<file path="config.mk">
export PLATFORM = sky130hd
export DESIGN_NAME = l2_route_ctl
export DESIGN_NICKNAME = d
export VERILOG_FILES = /design/src/rtl/l2r_pkg.sv /design/src/rtl/l2r_region.sv /design/src/rtl/l2r_page_bank.sv /design/src/rtl/l2r_dma_guard.sv /design/src/rtl/l2_route_ctl.sv
export SDC_FILE = /design/constraint.sdc
export NUM_CORES = 1
export LEC_CHECK = 0
export BUFFER_PORTS_ARGS = -buffer_cell sky130_fd_sc_hd__buf_2
export CORE_ASPECT_RATIO = 0.7
export CORE_MARGIN = 3
export CORE_UTILIZATION = 48
export CTS_CLUSTER_DIAMETER = 40
export DETAILED_ROUTE_END_ITERATION = 6
export MAX_ROUTING_LAYER = met4
export PLACE_DENSITY = 0.63
export SYNTH_ARGS = -nofsm -noshare
export SYNTH_HDL_FRONTEND = slang
export SYNTH_SLANG_ARGS = --single-unit
</file>
<file path="constraint.sdc">
create_clock -name clk -period 3.7 [get_ports clk]
set_input_delay 0.37 -clock clk [delete_from_list [all_inputs] [get_ports clk]]
set_output_delay 0.37 -clock clk [all_outputs]
set_load 0.005 [all_outputs]
</file>
<file path="src/rtl/l2r_pkg.sv">
package l2r_pkg;
  typedef enum logic [1:0] {
    RT_SRAM   = 2'd0,
    RT_CACHED = 2'd1,
    RT_DIRECT = 2'd2,
    RT_REJECT = 2'd3
  } route_e;
endpackage

</file>
<file path="src/rtl/l2r_region.sv">
// Decodes whether an address is internal and whether it lies in the cache part.
module l2r_region #(
  parameter int AW     = 32,
  parameter int INT_AW = 16,
  parameter int SEG_AW = 14,
  parameter int SZ_W   = 3
) (
  input  logic [AW-1:0]   addr,
  input  logic [SZ_W-1:0] size_code,
  output logic            is_int,
  output logic            in_cache
);
  localparam int NSEG = 1 << (INT_AW - SEG_AW);
  localparam int SEGW = INT_AW - SEG_AW + 1;

  logic [SEGW-1:0]   segs;
  logic [INT_AW:0]   limit;

  always_comb begin
    if (int'(size_code) >= NSEG) segs = SEGW'(NSEG);
    else                         segs = SEGW'(size_code);
    limit    = ((INT_AW+1)'(1) << INT_AW) - {segs, {SEG_AW{1'b0}}};
    is_int   = (addr[AW-1:INT_AW] == '0);
    in_cache = is_int && ({1'b0, addr[INT_AW-1:0]} >= limit);
  end
endmodule

</file>
<file path="src/rtl/l2r_page_bank.sv">
// Per-page cacheability bits; synchronous read returns the value before a same-edge write.
module l2r_page_bank #(
  parameter int PAGE_AW = 8
) (
  input  logic               clk,
  input  logic               we,
  input  logic [PAGE_AW-1:0] widx,
  input  logic               wbit,
  input  logic [PAGE_AW-1:0] ridx,
  output logic               rbit
);
  localparam int NPAGES = 1 << PAGE_AW;

  logic mem [NPAGES];

  always_ff @(posedge clk) begin
    if (we) mem[widx] <= wbit;
    rbit <= mem[ridx];
  end
endmodule

</file>
<file path="src/rtl/l2r_dma_guard.sv">
// Accepts or drops DMA writes and keeps the sticky error flag.
module l2r_dma_guard (
  input  logic clk,
  input  logic rst,
  input  logic wr_valid,
  input  logic hits_cache,
  input  logic err_clr,
  output logic accept,
  output logic drop,
  output logic err
);
  logic drop_d;

  assign drop_d = wr_valid && hits_cache;

  always_ff @(posedge clk) begin
    if (rst) begin
      accept <= 1'b0;
      drop   <= 1'b0;
      err    <= 1'b0;
    end else begin
      accept <= wr_valid && !hits_cache;
      drop   <= drop_d;
      err    <= drop_d || (err && !err_clr);
    end
  end
endmodule

</file>
<file path="src/rtl/l2_route_ctl.sv">
module l2_route_ctl #(
  parameter int AW      = 32,
  parameter int INT_AW  = 16,
  parameter int SEG_AW  = 14,
  parameter int SZ_W    = 3,
  parameter int PAGE_AW = 8,
  parameter int LINE_B  = 7
) (
  input  logic               clk,
  input  logic               rst,
  input  logic [SZ_W-1:0]    cache_size,
  input  logic               pg_we,
  input  logic [PAGE_AW-1:0] pg_idx,
  input  logic               pg_cacheable,
  input  logic               miss_valid,
  input  logic [AW-1:0]      miss_addr,
  output logic               rsp_valid,
  output logic [1:0]         rsp_route,
  output logic [AW-1:0]      rsp_line,
  input  logic               dma_wr_valid,
  input  logic [AW-1:0]      dma_wr_addr,
  input  logic               dma_err_clr,
  output logic               dma_wr_accept,
  output logic               dma_wr_drop,
  output logic               dma_err
);
  import l2r_pkg::*;

  localparam int PAGE_LSB = AW - PAGE_AW;

  logic          m_int, m_inc, d_int, d_inc;
  logic          pg_bit;
  logic          s1_v, s1_int, s1_inc, s1_cen;
  logic [AW-1:0] s1_line;
  route_e        route_d;

  l2r_region #(.AW(AW), .INT_AW(INT_AW), .SEG_AW(SEG_AW), .SZ_W(SZ_W)) u_miss_rgn (
    .addr(miss_addr), .size_code(cache_size), .is_int(m_int), .in_cache(m_inc)
  );

  l2r_region #(.AW(AW), .INT_AW(INT_AW), .SEG_AW(SEG_AW), .SZ_W(SZ_W)) u_dma_rgn (
    .addr(dma_wr_addr), .size_code(cache_size), .is_int(d_int), .in_cache(d_inc)
  );

  l2r_page_bank #(.PAGE_AW(PAGE_AW)) u_bank (
    .clk(clk), .we(pg_we), .widx(pg_idx), .wbit(pg_cacheable),
    .ridx(miss_addr[AW-1:PAGE_LSB]), .rbit(pg_bit)
  );

  l2r_dma_guard u_guard (
    .clk(clk), .rst(rst), .wr_valid(dma_wr_valid), .hits_cache(d_inc),
    .err_clr(dma_err_clr), .accept(dma_wr_accept), .drop(dma_wr_drop), .err(dma_err)
  );

  // Stage 1: capture decoded region, line address and cache enable.
  always_ff @(posedge clk) begin
    if (rst) begin
      s1_v    <= 1'b0;
      s1_int  <= 1'b0;
      s1_inc  <= 1'b0;
      s1_cen  <= 1'b0;
      s1_line <= '0;
    end else begin
      s1_v    <= miss_valid;
      s1_int  <= m_int;
      s1_inc  <= m_inc;
      s1_cen  <= (cache_size != '0);
      s1_line <= {miss_addr[AW-1:LINE_B], {LINE_B{1'b0}}};
    end
  end

  always_comb begin
    if (s1_int)                route_d = s1_inc ? RT_REJECT : RT_SRAM;
    else if (s1_cen && pg_bit) route_d = RT_CACHED;
    else                       route_d = RT_DIRECT;
  end

  // Stage 2: registered result.
  always_ff @(posedge clk) begin
    if (rst) begin
      rsp_valid <= 1'b0;
      rsp_route <= 2'd0;
      rsp_line  <= '0;
    end else begin
      rsp_valid <= s1_v;
      if (s1_v) begin
        rsp_route <= route_d;
        rsp_line  <= s1_line;
      end
    end
  end
endmodule

</file>
Yosys cells after proc, flatten, opt, wreduce, memory -nomap -nowiden. Memory sizes are Yosys's and may differ from the RTL's. A register that Yosys moved wholly into a read port is not among the register bits. Index checks and enable logic that the tools add are counted.

Register bits: 74. Output and inout port bits: 38. Memories kept: 1. Memory bits (writable): 256.

Memory list: u_bank.mem (words 256, width 1, rd ports 1, clocked after Yosys merged registers in 1, write ports 1, line l2r_page_bank.sv:14) `logic mem [NPAGES];`.

$add $sub $neg: 1. Muxes and demuxes: 6. Reduce and logical (&&, ||, !) cells: 12. Order comparisons: 3.

Operator list (count): 16-bit by 17-bit >= comparator with 1-bit output (2); 16-bit logical NOT (2); 17-bit subtractor (first input constant) (1); 1-bit logical AND (6); 2-bit 2-to-1 mux (3); 3-bit >= comparator (second input constant) (1); 3-bit 2-to-1 mux (1); 3-bit nonzero test (1); 1-bit logical NOT (2); 1-bit 2-to-1 mux (2); 1-bit logical OR (1).

Logic depth before layout (Yosys ltp). Gate-level depths: netlist (run 1).

Depth after elaboration: 7. Gate-level depth with buffers: 9.

Hierarchy. A second synthesis (run 1) with hierarchy kept.

Cell total of the unflattened synthesis: 1000. Area, all modules: 13417.9 sq um.

Modules (own cells, without submodules): l2r_page_bank (cells each 788, times used 1, area each 11128.2 sq um, seq. area each 7707.4 sq um); l2_route_ctl (cells each 162, times used 1, area each 1868.0 sq um, seq. area each 1141.1 sq um); l2r_region (cells each 21, times used 2, area each 165.2 sq um, seq. area each 0.0 sq um); l2r_dma_guard (cells each 8, times used 1, area each 91.3 sq um, seq. area each 60.1 sq um).

Worst setup path after synthesis (run 1). No wires, ideal clock.

Path kind: input-to-reg. Start point: in miss_addr[24]. End point: reg u_bank.rbit (read register of u_bank.mem). Slack: 1.645 ns. Path buffers: 1. Stages: 6. Arrival: 1.940 ns. Required time: 3.584 ns. Cells stage by stage: buf_2 > mux4_2 > a22oi_1 > nand2_1 > a221o_1 > a31o_1.

RTL lines: from (decl) (line l2_route_ctl.sv:16) `input logic [AW-1:0] miss_addr,`; to (decl) (line l2r_page_bank.sv:10) `output logic rbit`.

==> results of run 1 <==
[flip-flops by register name, summed over array words and instances (netlist names)]
signal,cells
s1_v,1
rsp_route,2
u_guard.drop,1
u_guard.err,1
u_bank.mem,256
s1_inc,1
s1_int,1
s1_cen,1
rsp_line,25
u_guard.accept,1
u_bank.rbit,1
rsp_valid,1
s1_line,25
[cell usage in the layout, fill, tap and decap left out, drive strengths merged, types with 6 or more instances in the layout]
cell type,synthesis,routed
conb,1,7
mux2,9,9
mux2i,43,43
edfxtp,256,256
nor3,15,15
buf,28,133
nand2,31,31
nor2b,32,32
a21oi,11,11
nor2,302,302
nand2b,9,9
inv,10,18
mux4,55,55
nand3,21,21
clkinv,0,13
nor4,8,8
clkbuf,49,45
dfxtp,61,61
o221ai,6,6
a22oi,10,10
[layout make-up]
cell class / count / area share [%]
clock buffer: 45 / 6.688
clock inverter: 25 / 1.399
inverter: 10 / 0.2412
sequential: 317 / 57.24
multi-input combinational: 610 / 26.67
timing repair buffer: 133 / 4.831
tap: 364 / 2.926
[worst paths after layout]
kind,endpoint,depth (start not counted)
max,u_bank.rbit,8
min reg2reg,u_guard.err,1
min,s1_line[16],2
max reg2reg,u_bank.rbit,6
[metal layers]
metal / routed length, µm / GRT usage (%) / vias up
met1: 14910 / 34.43 / 4268
li1: - / - / 3853
met3: 3185 / 6.441 / 60
met5: 0 / - / -
met2: 14990 / 33.26 / 378
met4: 778 / 5.663 / 0
[power groups by stage]
stage	Combinational, mW	Clock (mW)	Sequential [mW]
2_1_floorplan	0.272	0	3.97
3_3_place_gp	0.454	0	3.98
3_5_place_dp	0.458	0	3.98
4_1_cts	0.459	3.76	3.90
5_1_grt	0.502	3.92	3.90
6_report	0.459	3.70	3.90
[logic make-up (layout without fill, tap and decap cells)]
| family | Yosys count | after routing | synth area share, % |
|---|---|---|---|
| compound gates | 53 | 53 | 2.880 |
| xor+xnor | 1 | 1 | 0.06505 |
| fa+ha+maj | 5 | 5 | 0.4646 |
| buf+inv | 87 | 213 | 3.187 |
| flops | 317 | 317 | 66.15 |
| mux | 107 | 107 | 13.31 |
| other cells | 1 | 7 | 0.02785 |
| simple gates | 437 | 437 | 13.91 |
[worst max-delay path: stages]
cell and delay, ns:
buf_4 0.43, buf_4 0.30, mux4_2 0.51, nand2_1 0.08, a21oi_1 0.06, a2111oi_0 0.68
a221oi_1 0.22, a31o_1 0.22
==> flow_summary_export.csv, run 1 <==
group,metric,value,unit
clocking,clk_path_buf_depth,3,
sta,finalMaxSlewViolations,0,
final_layout,multiInputGateArea,4151,µm²
sta,clock.fmax,0.3969,GHz
floorplanning,die_area,30130,µm²
clocking,cts-resized-gates,0,
final_layout,utilization,57.33,%
placement,place_hpwl,20950,µm
min_path,hp-start,"miss_addr[16]",
power,fin_total_pwr,8.063,mW
power,combPwrFrac,5.7,%
final_layout,drive_above_1_share,22.46,%
min_path,hold_path_class,"input port to register",
floorplanning,num_io_pins,120,
sta,whs,0.07121,ns
logic_synthesis,ys_seq_area_share,66.15,%
placement,port_buffers,112,
drt,drt_wl_total,33870,µm
clocking,cts_sinks,317,
final_layout,fin_cells,1504,
run,drv_cap,0,
power,clkPwrFrac,45.9,%
sta,setup_violations,0,
logic_synthesis,synth_cell_types,54,
clocking,cts_tree,"built",
logic_synthesis,synth_most_common_cell,"nor2_1",
power,p_sw_share,22.55,%
clocking,cts_hold_buf,0,
worst_setup_path,worst_setup_path_start_kind,"input port",
logic_synthesis,synth_area_leaders,"edfxtp_1 57%, dfxtp_1 9.1%, mux4_2 8.7%",
clocking,cts_buffers,38,
drt,wl_per_cell,22.52,µm
clocking,cts_max_level,2,
final_layout,area_delta_synth_final,15.58,%
power,internal_power,6.245,mW
power,sequentialPowerShare,48.4,%
logic_synthesis,synth_area,13470,µm²
placement,place_inst,1434,
clocking,clk_latency,0.53,ns
worst_setup_path,r2r-start,"u_bank.mem[139]",
sta,worstMarginPinSlew,1.079,ns
floorplanning,rows,50,
sta,tns,0,ns
clocking,clk_pin_slew,0.06,ns
floorplanning,initial_core_util,49.60,%
grt,grt_start_max_net_pins,133,
drt,num_vias,8559,
grt,antenna_found_initial,0,
logic_synthesis,synth_ff_type,"edfxtp_1",
sta,fin_ws,1.180,ns
sta,skew,0.01079,ns
drt,postRouteAntennaNets,0,
sta,rsz0062_at_grt,"no",
logic_synthesis,synthArstFlopShare,0,%
grt,grt_overflow,0,
final_layout,seq_area,8910,µm²
worst_setup_path,crit_start,"miss_addr[25]",
floorplanning,core-area,27150,µm²
clocking,root_buffer,"clkbuf_16",
worst_setup_path,end_kind,"register",
grt,grt_pass1_vias,8371,
sta,slew-limit-headroom,27.92,%
drt,vias_per_cell,5.691,
floorplanning,die_h,146.1,µm
drt,first_pass_iters,6,
logic_synthesis,synth-seq-cells,317,
sta,finalCriticalPeriod,2.520,ns
drt,drc_errors,0,
power,p_switching,1.818,mW
logic_synthesis,synth_largest_area_cell,"edfxtp_1",
final_layout,stdcell_area,15560,µm²
logic_synthesis,synth_cells,1008,
logic_synthesis,netlist.area_leader.share,57.08,%
grt,groute.usage.overall,23.61,%
logic_synthesis,syn_area_per_cell,13.36,µm²
worst_setup_path,crit_path_max_fanout,32,
floorplanning,die_x,206.2,µm
worst_setup_path,arrival,2.93,ns
power,vdd_drop_max,0.4222,mV
logic_synthesis,synth_edf_count,256,
logic_synthesis,synth_commonest_cells,"302 x nor2_1, 256 x edfxtp_1, 61 x dfxtp_1",
final_layout,n_antenna_cell,0,
worst_setup_path,rrSetupSlack,1.34,ns
final_layout,fillers,2248,
sta,hold_viol,0,
logic_synthesis,ys_warn_count,0,
final_layout,nets,1197,
power,leakage,5.249,nW
drt,drt_iter0_drc,860,
outcome,status,"complete, no violations",
sta,finalCritPeriodShare,68.10,%
worst_setup_path,critPathKind,"input port to register",
placement,dpl-instance-area,14310,µm²
grt,grt_pass1_wl,51810,µm
placement,dpl_worst_slack,0.6758,ns
worst_setup_path,cp.required,4.11,ns
placement,gp_congestion,0.8365,
clocking,post_cts_buffers,0,
power,power_density,518.0,nW/µm²
(Power assumes the default switching activity.)
==> run 2, diff against run 1 <==
PLACE_DENSITY = 0.65   (was 0.63)
clock period = 2.1 ns   (was 3.7 ns; I/O delays follow)
==> run 2 against run 1 <==
Compared with the run above:
- wire length rose by 4.4%
- die area did not move
- critical path type is now register to register
- global-route usage rose by 0.71 points
- critical endpoint unchanged
- non-clock buffer count rose by 96
- final cell count rose by 6.3%
- count of clock-buffer cells in the layout rose by 1
- final area rose by 6.6%
- utilization rose by 3.8 points
- worst hold slack got worse by 0.013 ns
- flip-flop and latch count did not move
- sequential share of layout area fell by 3.5 points
- largest power group is now clock
- via count rose by 5.3%
==> flow_summary_export.csv, run 2 (synthesis gave the netlist of run 1 again) <==
group,metric,value,unit
power,p_switching,3.150,mW
grt,grt_pass1_wl,53360,µm
final_layout,utilization,61.09,%
drt,drc_errors,0,
placement,gp_congestion,0.8852,
drt,vias_per_cell,5.642,
worst_setup_path,crit_slowest_cell,"mux4_2",
worst_setup_path,crit_cells,7,
worst_setup_path,worst_setup_path_start_kind,"register",
clocking,cts_tree,"built",
worst_setup_path,crit_buf_inv,1,
worst_setup_path,cp.required,2.52,ns
sta,skew,0.02068,ns
clocking,cts_buffers,37,
clocking,clk_latency,0.53,ns
grt,grt_overflow,0,
outcome,status,"complete, no violations",
power,fin_total_pwr,14.87,mW
floorplanning,core-area,27150,µm²
final_layout,drive_above_1_share,26.82,%
sta,fin_ws,0.07404,ns
floorplanning,die_h,146.1,µm
final_layout,fin_cells,1598,
sta,finalCritPeriodShare,96.47,%
final_layout,nets,1292,
clocking,cts_max_level,2,
drt,num_vias,9016,
clocking,cts_sinks,317,
sta,slew-limit-headroom,41.98,%
power,p_sw_share,21.18,%
grt,grt_pass1_vias,8702,
sta,hold_viol,0,
floorplanning,initial_core_util,49.60,%
power,combPwrFrac,6.7,%
floorplanning,rows,50,
drt,wl_per_cell,22.12,µm
worst_setup_path,crit_path_max_fanout,1,
drt,postRouteAntennaNets,0,
clocking,clk_pin_slew,0.06,ns
drt,drt_iter0_drc,1017,
drt,first_pass_iters,7,
min_path,hold_path_class,"input port to register",
final_layout,n_antenna_cell,0,
clocking,clk_path_buf_depth,3,
power,sequentialPowerShare,46.1,%
worst_setup_path,critical-path-max-stage-delay,0.49,ns
final_layout,top_regs,"u_bank.mem x256, rsp_line x25, s1_line x25",
sta,setup_violations,0,
worst_setup_path,end_kind,"register",
power,power_density,896.5,nW/µm²
grt,groute.usage.overall,24.32,%
worst_setup_path,critPathKind,"register to register",
power,leakage,5.775,nW
placement,port_buffers,112,
grt,grt_start_max_net_pins,69,
final_layout,area_delta_synth_final,23.17,%
power,clkPwrFrac,47.2,%
floorplanning,die_area,30130,µm²
placement,place_hpwl,22430,µm
final_layout,largest_register,"u_bank.mem",
power,internal_power,11.72,mW
placement,dpl_worst_slack,-0.1879,ns
sta,finalCriticalPeriod,2.026,ns
sta,clock.fmax,0.4936,GHz
worst_setup_path,reg2reg_depth,7,
sta,worstMarginPinSlew,0.8686,ns
min_path,hold_depth,4,
worst_setup_path,path_cells,"mux4_2 > nor2_1 > o22ai_1 > a2111oi_2 > buf_4 > a221oi_1 > a31o_1",
final_layout,layout_common_cells,"302 x nor2_1, 256 x edfxtp_1, 110 x buf_2",
floorplanning,die_x,206.2,µm
drt,drt_wl_total,35340,µm
grt,antenna_found_initial,0,
sta,finalMaxSlewViolations,0,
sta,rsz0062_at_grt,"no",
placement,place_inst,1507,
final_layout,mostFrequentLayoutCell,"nor2_1",
worst_setup_path,arrival,2.45,ns
clocking,root_buffer,"clkbuf_16",
power,vdd_drop_max,0.6405,mV
run,drv_cap,0,
floorplanning,num_io_pins,120,
final_layout,largest_register_ffs,256,
worst_setup_path,critPathTopFamily,"compound AO/OA/AOI/OAI gates",
sta,whs,0.05850,ns
## run 2: cell types whose count changed in the layout (fill, tap and decap cells not counted), moves of 2 or more
cell	previous run	this run
inv_6	6	1
clkinvlp_4	2	5
buf_12	2	13
bufinv_16	2	7
dlygate4sd3_1	0	23
clkinv_4	3	1
clkinv_1	7	4
clkbuf_8	0	3
buf_4	20	82
## run 2: layout make-up
cell class	count	area, µm²
multi-input cells	610	4158
fillers	2138	10560
repair buffers	229	1668
inverters	10	37.54
well taps	364	455.4
flip-flops and latches	317	8909
clock buffers	46	1054
clock inverters	22	306.5
## run 2: stage by stage
step / setup TNS, ns / cell area [µm²]
2_1_floorplan: 0 / 13490
3_3_place_gp: -0.1695 / 14990
3_5_place_dp: -0.1879 / 14990
4_1_cts: 0 / 16590
5_1_grt: 0 / 16590
6_report: 0 / 16590
## run 2: worst paths after layout
check | to | slack [ns] | startpoint
max reg2reg | u_bank.rbit | 0.07 | u_bank.mem[139]
max | u_bank.rbit | 0.07 | u_bank.mem[139]
min | u_guard.drop | 0.06 | dma_wr_addr[25]
min reg2reg | u_guard.err | 0.46 | u_guard.err
## run 2: power groups by stage
stage                     clock network (mW)  registers, mW  logic (mW)
after floorplan                            0           6.99       0.479
after global placement                     0           6.99       0.933
after detailed placement                   0           6.99       0.943
after CTS                               7.13           6.86       0.985
after global routing                    7.38           6.86        1.07
final                                   7.02           6.86       0.994
## run 2: tightest hold or removal path: cells and delay by family
| kind | cells | cell delay, ns |
|---|---|---|
| AOI/OAI and AO/OA | 1 | 0.12 |
| buffers and inverters | 1 | 0.08 |
| and+or+nand+nor | 2 | 0.11 |
## run 2: what timing repair did
item,4_1_cts,5_1_grt
gates resized for setup,2,0
hold buffers,23,0
hold endpoints to repair,24,0
buffers inserted,0,0
setup endpoints to repair,1,1
pin swaps,0,1
## run 2: routing by layer
metal | up-vias | global-route usage, % | share of wire [%]
met2 | 407 | 34.24 | 44
li1 | 4043 | - | -
met3 | 63 | 5.750 | 9.8
met4 | 0 | 5.697 | 2.0
met1 | 4503 | 36.16 | 44
met5 | - | - | 0
